**src/rtl/chstat_pkg.sv**
```systemverilog
// Shared constants and helpers for the channel status double buffer.
// Assumes two subframe channels and a CRC one byte wide.
package chstat_pkg;
    localparam int CS_NCH        = 2;
    localparam int CS_BYTE_W     = 8;
    localparam int CS_FRAMES     = 192;
    localparam int CS_PROT_BYTES = 5;
    localparam logic [7:0] CS_CRC_POLY = 8'h1D;
    localparam logic [7:0] CS_CRC_INIT = 8'hFF;

    // One serial CRC-8 update: feedback from MSB, shift left.
    function automatic logic [7:0] crc8_step(input logic [7:0] c, input logic b);
        logic fb;
        fb = b ^ c[7];
        return {c[6:0], 1'b0} ^ (fb ? CS_CRC_POLY : 8'h00);
    endfunction
endpackage

```
**src/rtl/chstat_rx_capture.sv**
```systemverilog
// Receive-side capture buffer: one status bit per channel per frame,
// aligned to a start marker. Assumes at most one frame per clock.
// Bits seen before the first marker are dropped.
module chstat_rx_capture #(
    parameter int FRAMES = chstat_pkg::CS_FRAMES,
    parameter int NCH    = chstat_pkg::CS_NCH,
    localparam int IDX_W = $clog2(FRAMES)
) (
    input  logic              clk,
    input  logic              rst_n,
    input  logic              rx_valid,
    input  logic              rx_start,
    input  logic [NCH-1:0]    rx_bits,
    output logic [FRAMES-1:0] d_q [NCH],
    output logic              d_done
);
    localparam logic [IDX_W-1:0] LAST = IDX_W'(FRAMES - 1);

    logic [IDX_W-1:0] idx;
    logic             synced;
    logic [IDX_W-1:0] wr_idx;
    logic             wr_en;

    assign wr_idx = rx_start ? '0 : idx;
    assign wr_en  = rx_valid && (rx_start || synced);
    assign d_done = wr_en && (wr_idx == LAST);

    // Frame position counter and alignment flag.
    always_ff @(posedge clk) begin
        if (!rst_n) begin
            idx    <= '0;
            synced <= 1'b0;
        end else if (wr_en) begin
            idx    <= (wr_idx == LAST) ? '0 : wr_idx + 1'b1;
            synced <= 1'b1;
        end
    end

    for (genvar ch = 0; ch < NCH; ch++) begin : g_ch
        // Store the received bit at its frame position.
        always_ff @(posedge clk) begin
            if (!rst_n) d_q[ch] <= '0;
            else if (wr_en) d_q[ch][wr_idx] <= rx_bits[ch];
        end
    end

    // a start marker always places the next frame at position 1
    a_r10_realign: assert property (@(posedge clk) disable iff (!rst_n)
        rx_valid && rx_start |=> idx == IDX_W'(1));
endmodule

```
**src/rtl/chstat_tx_engine.sv**
```systemverilog
// Transmit-side sequencer: walks frames 0..FRAMES-1, emits one bit per
// channel, flags frame 0 and substitutes a serial CRC in the last byte
// of professional blocks. Assumes the buffer holds still within a block.
module chstat_tx_engine #(
    parameter int FRAMES = chstat_pkg::CS_FRAMES,
    parameter int NCH    = chstat_pkg::CS_NCH,
    localparam int IDX_W = $clog2(FRAMES),
    localparam int CRC_START = FRAMES - chstat_pkg::CS_BYTE_W
) (
    input  logic              clk,
    input  logic              rst_n,
    input  logic              tx_step,
    input  logic [FRAMES-1:0] e_q [NCH],
    output logic [NCH-1:0]    tx_bits,
    output logic              tx_blk_start,
    output logic              tx_wrap
);
    import chstat_pkg::*;
    localparam logic [IDX_W-1:0] LAST = IDX_W'(FRAMES - 1);
    localparam logic [IDX_W-1:0] CRC_FIRST = IDX_W'(CRC_START);

    logic [IDX_W-1:0] idx;
    logic             in_crc;
    logic [2:0]       crc_pos;
    logic [7:0]       crc_q [NCH];
    logic             pro_q [NCH];

    assign tx_blk_start = (idx == '0);
    assign tx_wrap      = tx_step && (idx == LAST);
    assign in_crc       = (idx >= CRC_FIRST);
    assign crc_pos      = 3'(idx - CRC_FIRST);

    // Transmit frame counter.
    always_ff @(posedge clk) begin
        if (!rst_n) idx <= '0;
        else if (tx_step) idx <= (idx == LAST) ? '0 : idx + 1'b1;
    end

    for (genvar ch = 0; ch < NCH; ch++) begin : g_ch
        // Latch the professional flag at frame 0 and run the serial CRC.
        always_ff @(posedge clk) begin
            if (!rst_n) begin
                crc_q[ch] <= CS_CRC_INIT;
                pro_q[ch] <= 1'b0;
            end else if (tx_step && !in_crc) begin
                crc_q[ch] <= crc8_step(tx_blk_start ? CS_CRC_INIT : crc_q[ch], e_q[ch][idx]);
                if (tx_blk_start) pro_q[ch] <= e_q[ch][0];
            end
        end

        assign tx_bits[ch] = (in_crc && pro_q[ch]) ? crc_q[ch][crc_pos] : e_q[ch][idx];

        // the CRC does not move while its bits are being sent
        a_r8_crc_frozen: assert property (@(posedge clk) disable iff (!rst_n)
            tx_step && in_crc |=> $stable(crc_q[ch]));
    end

    // block start lasts exactly one frame
    a_r7_blk_start_single: assert property (@(posedge clk) disable iff (!rst_n)
        tx_step && tx_blk_start |=> !tx_blk_start);
endmodule

```
**src/rtl/chstat_ebuf.sv**
```systemverilog
// Transmit buffer with host byte port and deferred block copy.
// Assumes the copy trigger comes from the transmit wrap, so a copy only
// lands between blocks. Host writes win over a copy on the same byte.
module chstat_ebuf #(
    parameter int FRAMES     = chstat_pkg::CS_FRAMES,
    parameter int NCH        = chstat_pkg::CS_NCH,
    parameter int PROT_BYTES = chstat_pkg::CS_PROT_BYTES,
    localparam int BYTES     = FRAMES / chstat_pkg::CS_BYTE_W,
    localparam int ADDR_W    = $clog2(BYTES)
) (
    input  logic              clk,
    input  logic              rst_n,
    input  logic [FRAMES-1:0] d_q [NCH],
    input  logic              d_done,
    input  logic              tx_wrap,
    input  logic              xfer_en,
    input  logic              protect_en,
    input  logic              host_wr,
    input  logic [ADDR_W-1:0] host_addr,
    input  logic [15:0]       host_wdata,
    input  logic              two_byte,
    input  logic              chan_sel,
    output logic [FRAMES-1:0] e_q [NCH],
    output logic [15:0]       host_rdata
);
    localparam int BW = chstat_pkg::CS_BYTE_W;

    logic       pending;
    logic       xfer_go;
    logic       addr_ok;
    logic [7:0] rbyte [NCH];
    logic [7:0] wbyte [NCH];
    logic       wr_hit [NCH];

    assign xfer_go = tx_wrap && pending && xfer_en;
    assign addr_ok = (host_addr < ADDR_W'(BYTES));

    // Hold a completed block until the transmit side wraps.
    always_ff @(posedge clk) begin
        if (!rst_n) pending <= 1'b0;
        else if (d_done && xfer_en) pending <= 1'b1;
        else if (xfer_go) pending <= 1'b0;
    end

    for (genvar ch = 0; ch < NCH; ch++) begin : g_ch
        logic [BW-1:0] view [BYTES];
        for (genvar b = 0; b < BYTES; b++) begin : g_view
            assign view[b] = e_q[ch][b*BW +: BW];
        end

        assign wbyte[ch]  = (two_byte && ch == 0) ? host_wdata[15:8] : host_wdata[7:0];
        assign wr_hit[ch] = host_wr && addr_ok && (two_byte || (chan_sel == 1'(ch)));
        assign rbyte[ch]  = addr_ok ? view[host_addr] : '0;

        // Block copy (skipping protected bytes), then host write on top.
        always_ff @(posedge clk) begin
            if (!rst_n) e_q[ch] <= '0;
            else begin
                for (int b = 0; b < BYTES; b++) begin
                    if (xfer_go && !(protect_en && b < PROT_BYTES))
                        e_q[ch][b*BW +: BW] <= d_q[ch][b*BW +: BW];
                    if (wr_hit[ch] && host_addr == ADDR_W'(b))
                        e_q[ch][b*BW +: BW] <= wbyte[ch];
                end
            end
        end

        // protected bytes change only through the host
        a_r4_protected_stable: assert property (@(posedge clk) disable iff (!rst_n)
            protect_en && !host_wr |=> $stable(e_q[ch][PROT_BYTES*BW-1:0]));
        // with copying off the buffer changes only through the host
        a_r9_no_xfer: assert property (@(posedge clk) disable iff (!rst_n)
            !xfer_en && !host_wr |=> $stable(e_q[ch]));
    end

    assign host_rdata = two_byte ? {rbyte[0], rbyte[1]} : {8'h00, rbyte[chan_sel]};

    // a pending copy is only consumed on a transmit wrap
    a_r3_fire_at_wrap: assert property (@(posedge clk) disable iff (!rst_n)
        $fell(pending) |-> $past(tx_wrap));
endmodule

```
**src/rtl/chstat_dbuf.sv**
```systemverilog
// Top of the channel status double buffer: capture buffer, transmit
// buffer with host port, and transmit sequencer with CRC insertion.
// Assumes one clock domain for receive, transmit and host sides.
module chstat_dbuf #(
    parameter int FRAMES     = chstat_pkg::CS_FRAMES,
    parameter int PROT_BYTES = chstat_pkg::CS_PROT_BYTES,
    localparam int ADDR_W    = $clog2(FRAMES / chstat_pkg::CS_BYTE_W)
) (
    input  logic              clk,
    input  logic              rst_n,
    input  logic              rx_valid,
    input  logic              rx_start,
    input  logic              rx_bit_a,
    input  logic              rx_bit_b,
    input  logic              tx_step,
    output logic              tx_bit_a,
    output logic              tx_bit_b,
    output logic              tx_blk_start,
    input  logic              xfer_en,
    input  logic              protect_en,
    input  logic              host_wr,
    input  logic [ADDR_W-1:0] host_addr,
    input  logic [15:0]       host_wdata,
    output logic [15:0]       host_rdata,
    input  logic              two_byte,
    input  logic              chan_sel
);
    localparam int NCH = chstat_pkg::CS_NCH;

    logic [FRAMES-1:0] d_q [NCH];
    logic [FRAMES-1:0] e_q [NCH];
    logic              d_done;
    logic              tx_wrap;
    logic [NCH-1:0]    tx_bits;

    chstat_rx_capture #(.FRAMES(FRAMES), .NCH(NCH)) u_rx (
        .clk(clk), .rst_n(rst_n), .rx_valid(rx_valid), .rx_start(rx_start),
        .rx_bits({rx_bit_b, rx_bit_a}), .d_q(d_q), .d_done(d_done));

    chstat_ebuf #(.FRAMES(FRAMES), .NCH(NCH), .PROT_BYTES(PROT_BYTES)) u_eb (
        .clk(clk), .rst_n(rst_n), .d_q(d_q), .d_done(d_done), .tx_wrap(tx_wrap),
        .xfer_en(xfer_en), .protect_en(protect_en), .host_wr(host_wr),
        .host_addr(host_addr), .host_wdata(host_wdata), .two_byte(two_byte),
        .chan_sel(chan_sel), .e_q(e_q), .host_rdata(host_rdata));

    chstat_tx_engine #(.FRAMES(FRAMES), .NCH(NCH)) u_tx (
        .clk(clk), .rst_n(rst_n), .tx_step(tx_step), .e_q(e_q),
        .tx_bits(tx_bits), .tx_blk_start(tx_blk_start), .tx_wrap(tx_wrap));

    assign tx_bit_a = tx_bits[0];
    assign tx_bit_b = tx_bits[1];
endmodule

```
**config.mk**
```make
export PLATFORM = sky130hd
export DESIGN_NAME = chstat_dbuf
export DESIGN_NICKNAME = d
export VERILOG_FILES = /design/src/rtl/chstat_pkg.sv /design/src/rtl/chstat_rx_capture.sv /design/src/rtl/chstat_tx_engine.sv /design/src/rtl/chstat_ebuf.sv /design/src/rtl/chstat_dbuf.sv
export SDC_FILE = /design/constraint.sdc
export NUM_CORES = 2
export LEC_CHECK = 0
export CAP_MARGIN = 0
export CELL_PAD_IN_SITES_DETAIL_PLACEMENT = 2
export CELL_PAD_IN_SITES_GLOBAL_PLACEMENT = 2
export CORE_UTILIZATION = 30
export DETAILED_ROUTE_END_ITERATION = 6
export GPL_TIMING_DRIVEN = 0
export PLACE_DENSITY = 0.7
export SLEW_MARGIN = 20
export SYNTH_ARGS = -nofsm -noshare
export SYNTH_HDL_FRONTEND = slang
export SYNTH_SLANG_ARGS = --single-unit
```
**constraint.sdc**
```tcl
create_clock -name clk -period 6.6 [get_ports clk]
set_clock_uncertainty 0.15 [all_clocks]
set_input_delay 1.65 -clock clk [delete_from_list [all_inputs] [get_ports clk]]
set_output_delay 1.65 -clock clk [all_outputs]
set_load 0.02 [all_outputs]
```
== Word-level counts from Yosys, hierarchy flattened ==
Memories as Yosys holds them, arrays and structs flattened.
Index checks and enable logic that the tools add are counted.
Cells by class
  add/sub/neg operators: 3
  $mul: 0
  divide/modulo/power cells: 0
  magnitude comparators: 8
  eq/ne operators: 25
  shift operators: 0
  mux-type cells: 144
  bitwise logic cells: 11
  reductions and logical operators: 118
Operator list (count)
  two-way mux 8 bit: 113
  bitwise mux 192 bit: 2
  nonzero test 2 bit: 49
  binary-select mux 8 bit (select 5 bit): 2
  logical AND 1 bit: 62
  equality test 5 x 4 -> 1 bit, second input constant: 8
  equality test 5 bit, second input constant: 8
  equality test 5 x 3 -> 1 bit, second input constant: 4
  two-way mux 1 bit: 19
  < comparator 8 x 9 -> 1 bit, second input constant: 2
  adder 8 x 1 -> 8 bit, second input constant: 2
  binary-select mux 1 bit (select 8 bit): 2
  equality test 8 bit, second input constant: 2
  two-way mux 16 bit: 1
  XOR 8 bit: 2
  equality test 5 x 2 -> 1 bit, second input constant: 2
  two-way mux 5 bit: 2
  demux 1 bit (select 8 bit): 1
  >= comparator 8 x 1 -> 1 bit, second input constant: 1
  >= comparator 8 bit, second input constant: 1
  zero test 8 bit: 1
  binary-select mux 1 bit (select 3 bit): 2
  >= comparator 6 bit, second input constant: 1
  NOT 5 -> 6 bit: 1
  12 further kinds: 19
Word-level totals
  flip-flop bits (word level): 786
  bits in latches: 0
  bits in writable memories: 18
  ROM bits: 0
  output and inout port bits: 19
  logic and storage cells: 365
  memories: 2
Memories
  u_tx.crc_q: depth 2, bits a word 8, rd ports 2, clocked after Yosys merged registers in 0, write ports 2, line chstat_tx_engine.sv:25  | logic [7:0] crc_q [NCH];
  u_tx.pro_q: depth 2, bits a word 1, rd ports 2, clocked after Yosys merged registers in 0, write ports 2, line chstat_tx_engine.sv:26  | logic pro_q [NCH];

== Depth between registers and ports, before layout ==
  depth after elaboration: 9
  gate-level depth with buffers: 12

== By module ==
Synthesis repeated with hierarchy kept, for this count alone.
Second synthesis, totals
  cells, all modules: 4431
  area total of the unflattened synthesis: 41043.1 um2
By module, submodules not included
  chstat_ebuf: times used 1, cells an instance 2451, area an instance 21117.8 um2, seq. area each 7707.4 um2
  chstat_rx_capture: times used 1, cells an instance 1569, area an instance 15089.5 um2, seq. area each 7867.5 um2
  chstat_tx_engine: times used 1, cells an instance 411, area an instance 4835.9 um2, seq. area each 690.7 um2

== Worst setup path before layout ==
Ideal clock, no wire load.
  path kind: input -> output
  start: input host_addr[0]
  end: output host_rdata[0]
  arrival time: 3825 ps
  data required time: 4800 ps
  path slack: 975 ps
  cell stages on the path: 7
  buffers on the path: 3
  cell sequence: clkbuf_1 -> buf_2 -> buf_2 -> mux4_2 -> mux4_2 -> a221oi_1 -> a21oi_1
Between the ends
  word-level cells in the longest chain between the ends: 9
RTL lines
  start: declaration: line chstat_dbuf.sv:22  | input logic [ADDR_W-1:0] host_addr,
  NOT 5 -> 6 bit (not written as such): line chstat_ebuf.sv:53  | assign rbyte[ch] = addr_ok ? view[host_addr] : '0;
  binary-select mux 8 bit (select 5 bit): line chstat_ebuf.sv:53
  two-way mux 8 bit (not written as such) (2 in series): line chstat_ebuf.sv:53
  two-way mux 8 bit: line chstat_ebuf.sv:53
  two-way mux 8 bit (not written as such) (3 in series): line chstat_ebuf.sv:76  | assign host_rdata = two_byte ? {rbyte[0], rbyte[1]} : {8'h00, rbyte[chan_sel]};
  two-way mux 16 bit *: line chstat_ebuf.sv:76
  end: declaration: line chstat_dbuf.sv:24  | output logic [15:0] host_rdata,
Mark *: on every way between the ends. The rest lies on a longest branch, timed or not. The select of a mux whose other input is x is not followed.

== Worst setup path in the final report ==
  start: input host_addr[0]
  end: output host_rdata[4]
The elaborated chain is that of the path after synthesis.

==> results by stage <==
Outcome:
- The run finished with clean final reports.

Clocking:
- After clock tree synthesis, the clock-pin slew on the worst setup and hold paths is 0.07 ns.
- The buffer type at the clock tree root is sky130_fd_sc_hd__clkbuf_16.
- The clock reaches the later pin of the worst-skew pair after 0.76 ns.
- The clock passes through at most 3 buffers.
- For this design, the sink count on the clock tree is 804.
- The H-tree generated during clock tree synthesis spans 3 levels.
- Buffers inserted to repair hold after CTS numbered 0.
- TritonCTS built the clock tree.
- The clock buffer count from CTS is 96.

Yosys:
- The cell count after synthesis came out at 4,865.
- The warning count from the yosys run is 0.
- sky130_fd_sc_hd__nand2_1 is the most common cell in the netlist.
- After synthesis, the netlist uses 60 different library cells.
- The post-synthesis sequential area ratio is 0.408.
- Counting flops and latches in the post-synthesis netlist gives 804.
- The number of enable-type register cells in the synthesized netlist is 17.
- The most used flip-flop cell after synthesis is sky130_fd_sc_hd__dfxtp_1.
- The share of synthesized area in the top cell type comes to 0.395.
- The mapped netlist covers 39,900 um2.
- In the synthesized netlist, the cells that appear most often are 1,247 x sky130_fd_sc_hd__nand2_1, 787 x sky130_fd_sc_hd__dfxtp_1, 583 x sky130_fd_sc_hd__nor2_1.
- Of all cell types, the one taking the most synthesized area is sky130_fd_sc_hd__dfxtp_1.
- The synthesized net count is 4,904.
- The fraction of synthesis flops using an asynchronous set or reset pin is 0.
- By area the synthesized netlist is led by sky130_fd_sc_hd__dfxtp_1 40%, sky130_fd_sc_hd__mux4_2 12%, sky130_fd_sc_hd__nand2_1 12%.
- Each instance of the synthesized netlist takes up on average 8.20 um2.

Pwr:
- The largest voltage drop on the vdd net is 0.000188 V.
- The total power divided by cell area is 244 nW/um2.
- The analysis attributes to cell leakage a power of 14.7 nW.

Critical path:
- The slowest library cell on the worst path is sky130_fd_sc_hd__mux4_2.
- The start-to-end type of the worst setup path is in2out.
- The sort of element at the start of the critical path is an input pin.
- The worst setup path is captured at an output pin.
- In this design, the stage delay of the slowest critical-path cell is 0.64 ns.
- For the worst setup path, the data required time is 4.80 ns.
- At the worst endpoint, the arrival time is 4.77 ns.
- The top fanout value on the critical path is 10.
- Walking the worst path, the cells encountered are clkbuf_2, buf_6, buf_6, mux4_2, mux4_2, a221oi_4, a21oi_1, clkdlybuf4s50_1.

Finish:
- The finished cells cover 47,200 um2.
- At the end of the flow the core is filled with cells to 0.359.
- The area added between synthesis and finish is 18.4%.
- The share of post-route cells with drive strength above 1 is 0.126.
- For this run, the post-layout net count is 5,091.

STA:
- For this run, the top clock speed supported by timing is 152 MHz.
- The final max-slew violation count is 0.
- The slew at the pin closest to its max-slew limit is 1.33 ns.
- The share of the clock period used by the worst path after layout is 0.996.
- Setup repair after global routing left no endpoint under its margin.
- The hold violation total from the final report is 0.
- The worst path needs 6.57 ns of the cycle, external delays included.
- The worst path meets setup with 0.0266 ns of slack.
- In this run the tightest slew margin relative to its limit is 0.109.
- The final setup violation count is 0.

Die:
- The chip width is 367 um.
- The standard-cell row count is 133.
- For this configuration, the core starts out at a cell density of 0.303.
- The core footprint is 132,000 um2.
- In this run the vertical extent of the chip is 367 um.
- During I/O placement, the number of pins put on the boundary was 52.
- The area enclosed by the die boundary is 134,000 um2.

Route:
- The detailed-route wire length is 264 mm.
- The number of vias after detailed routing is 43,300.
- The number of remaining DRC errors is 0.
- The number of DRC markers after the initial detailed-route iteration is 4,915.
- The pre-antenna-repair detailed-routing pass consisted of 5 iterations.
- Dividing the detail-routed wire length by the instance count gives 38.4 um.
- The number of nets with antenna violations after routing is 0.
- The average vias per placed instance is 6.28.

Placed design:
- The placed standard-cell area is 43,700 um2.
- In this run the tool buffered the top-level ports with 36 buffer cells.
- The pre-CTS setup slack is -1.39 ns.
- The placed wire-length estimate after detailed placement is 207 mm.
- The congestion estimate from routability-driven global placement came to 1.11.

GRT:
- The first-pass GRT wire length is 361 mm.
- For this run, the total global-route usage over all layers was measured as 0.384.
- The via count of the first global-routing pass is 43,700.
- The initial antenna violation count is 34.
- The pin count of the biggest net entering global routing is 17.
- The final global-route overflow total is 0.

Job:
- The max capacitance violation total is 0.

Worst hold path:
- The classification of the worst-slack hold path is reg2reg.
worst max-delay path, delay by kind of cell:
family | cells | cell delay, ns
buffers and inverters | 4 | 1.35
multiplexers | 2 | 1.19
AO/OA/AOI/OAI | 2 | 0.54
final cells by class:
class                           count  area [um2]
Multi-Input combinational cell   3558       21700
Buffer                            492        2230
Clock inverter                     31         404
Sequential cell                   804       16300
Clock buffer                      138        2780
Tap cell                         1755        2200
Timing Repair Buffer               89        1540
Inverter                           11        41.3
Fill cell                       14900       84400
Antenna cell                        8        20.0
path summary, 6_finish.rpt:
check	from	end	slack (ns)	cells after the start
min	u_rx.d_q[59]	u_eb.e_q[59]	0.30	2
max reg2reg	u_rx.idx[1]	u_rx.d_q[351]	2.59	10
min reg2reg	u_rx.d_q[59]	u_eb.e_q[59]	0.30	2
max	host_addr[0]	host_rdata[4]	0.03	8
timing repair:
item / CTS / global route
setup buffers: 5 / 0
endpoints found under the setup margin: 18 / 12
gates resized for setup: 75 / 25
pin swaps: 5 / 0
cells by family (layout without fill, tap and decap cells):
group	after synthesis	in the layout	share of synthesized area
AO/OA/AOI/OAI	1120	1120	0.182
XOR/XNOR	12	12	0.00264
adder cells (fa/ha/maj)	6	6	0.00188
buffers and inverters	503	761	0.0519
flip-flops	804	804	0.408
multiplexers	286	286	0.141
other	0	8	0
AND/OR/NAND/NOR	2134	2134	0.213
power by group:
part / leakage [nW] / switching, W / total, W / internal (W)
Sequential: 6.48 / 0.0000308 / 0.00493 / 0.00490
Combinational: 6.68 / 0.000693 / 0.000908 / 0.000215
Clock: 1.56 / 0.00240 / 0.00567 / 0.00326
metrics by stage:
| stage | power, W | hold slack (ns) | TNS, ns | cells |
|---|---|---|---|---|
| floorplan | 0.00542 | 0.287 | 0 | 4865 |
| global placement | 0.00586 | 0.294 | -86.57 | 6656 |
| detailed placement | 0.00589 | 0.301 | -17.06 | 6704 |
| CTS | 0.0115 | 0.309 | 0 | 6878 |
| global route | 0.0117 | 0.324 | 0 | 6882 |
| finish | 0.0115 | 0.302 | 0 | 6886 |
layout by cell type, fill, tap and decap left out, types with 15 or more instances in the layout:
master                            Yosys  final
sky130_fd_sc_hd__nand2_1           1247   1247
sky130_fd_sc_hd__a311oi_1           385    385
sky130_fd_sc_hd__clkbuf_8             0     18
sky130_fd_sc_hd__buf_16               0     34
sky130_fd_sc_hd__buf_6               11     26
sky130_fd_sc_hd__buf_4                5     18
sky130_fd_sc_hd__a21oi_1            385    380
sky130_fd_sc_hd__nor2b_1             18     15
sky130_fd_sc_hd__mux2i_1             42     42
sky130_fd_sc_hd__clkbuf_1           397    337
sky130_fd_sc_hd__nand3_1            205    201
sky130_fd_sc_hd__dfxtp_1            787    786
sky130_fd_sc_hd__clkdlybuf4s50_1      0     30
sky130_fd_sc_hd__buf_2               65     51
sky130_fd_sc_hd__o21ai_0            281    280
sky130_fd_sc_hd__nor2_1             583    578
sky130_fd_sc_hd__clkbuf_16            0     98
sky130_fd_sc_hd__nand2b_1            19     19
sky130_fd_sc_hd__clkbuf_2             0     73
sky130_fd_sc_hd__edfxtp_1            17     17
sky130_fd_sc_hd__mux2_2              23     23
sky130_fd_sc_hd__mux4_2             217    217
sky130_fd_sc_hd__nor3_1              21     18
flip-flops by register name (all words and copies together) (netlist names):
signal,cells
u_tx.idx,8
u_rx.idx,8
u_eb.e_q,384
u_rx.d_q,384
u_tx.pro_q,2
u_rx.synced,1
u_eb.pending,1
u_tx.crc_q,16
per-layer routing:
layer  share of wire  global-route usage  up-vias
met5         0.00030                   0        -
met4           0.081               0.268       10
met3           0.093              0.0821      633
met2            0.42               0.568     2329
met1            0.40               0.496    22600
li1                -                   -    17700
Power figures use the tool's default switching activity.
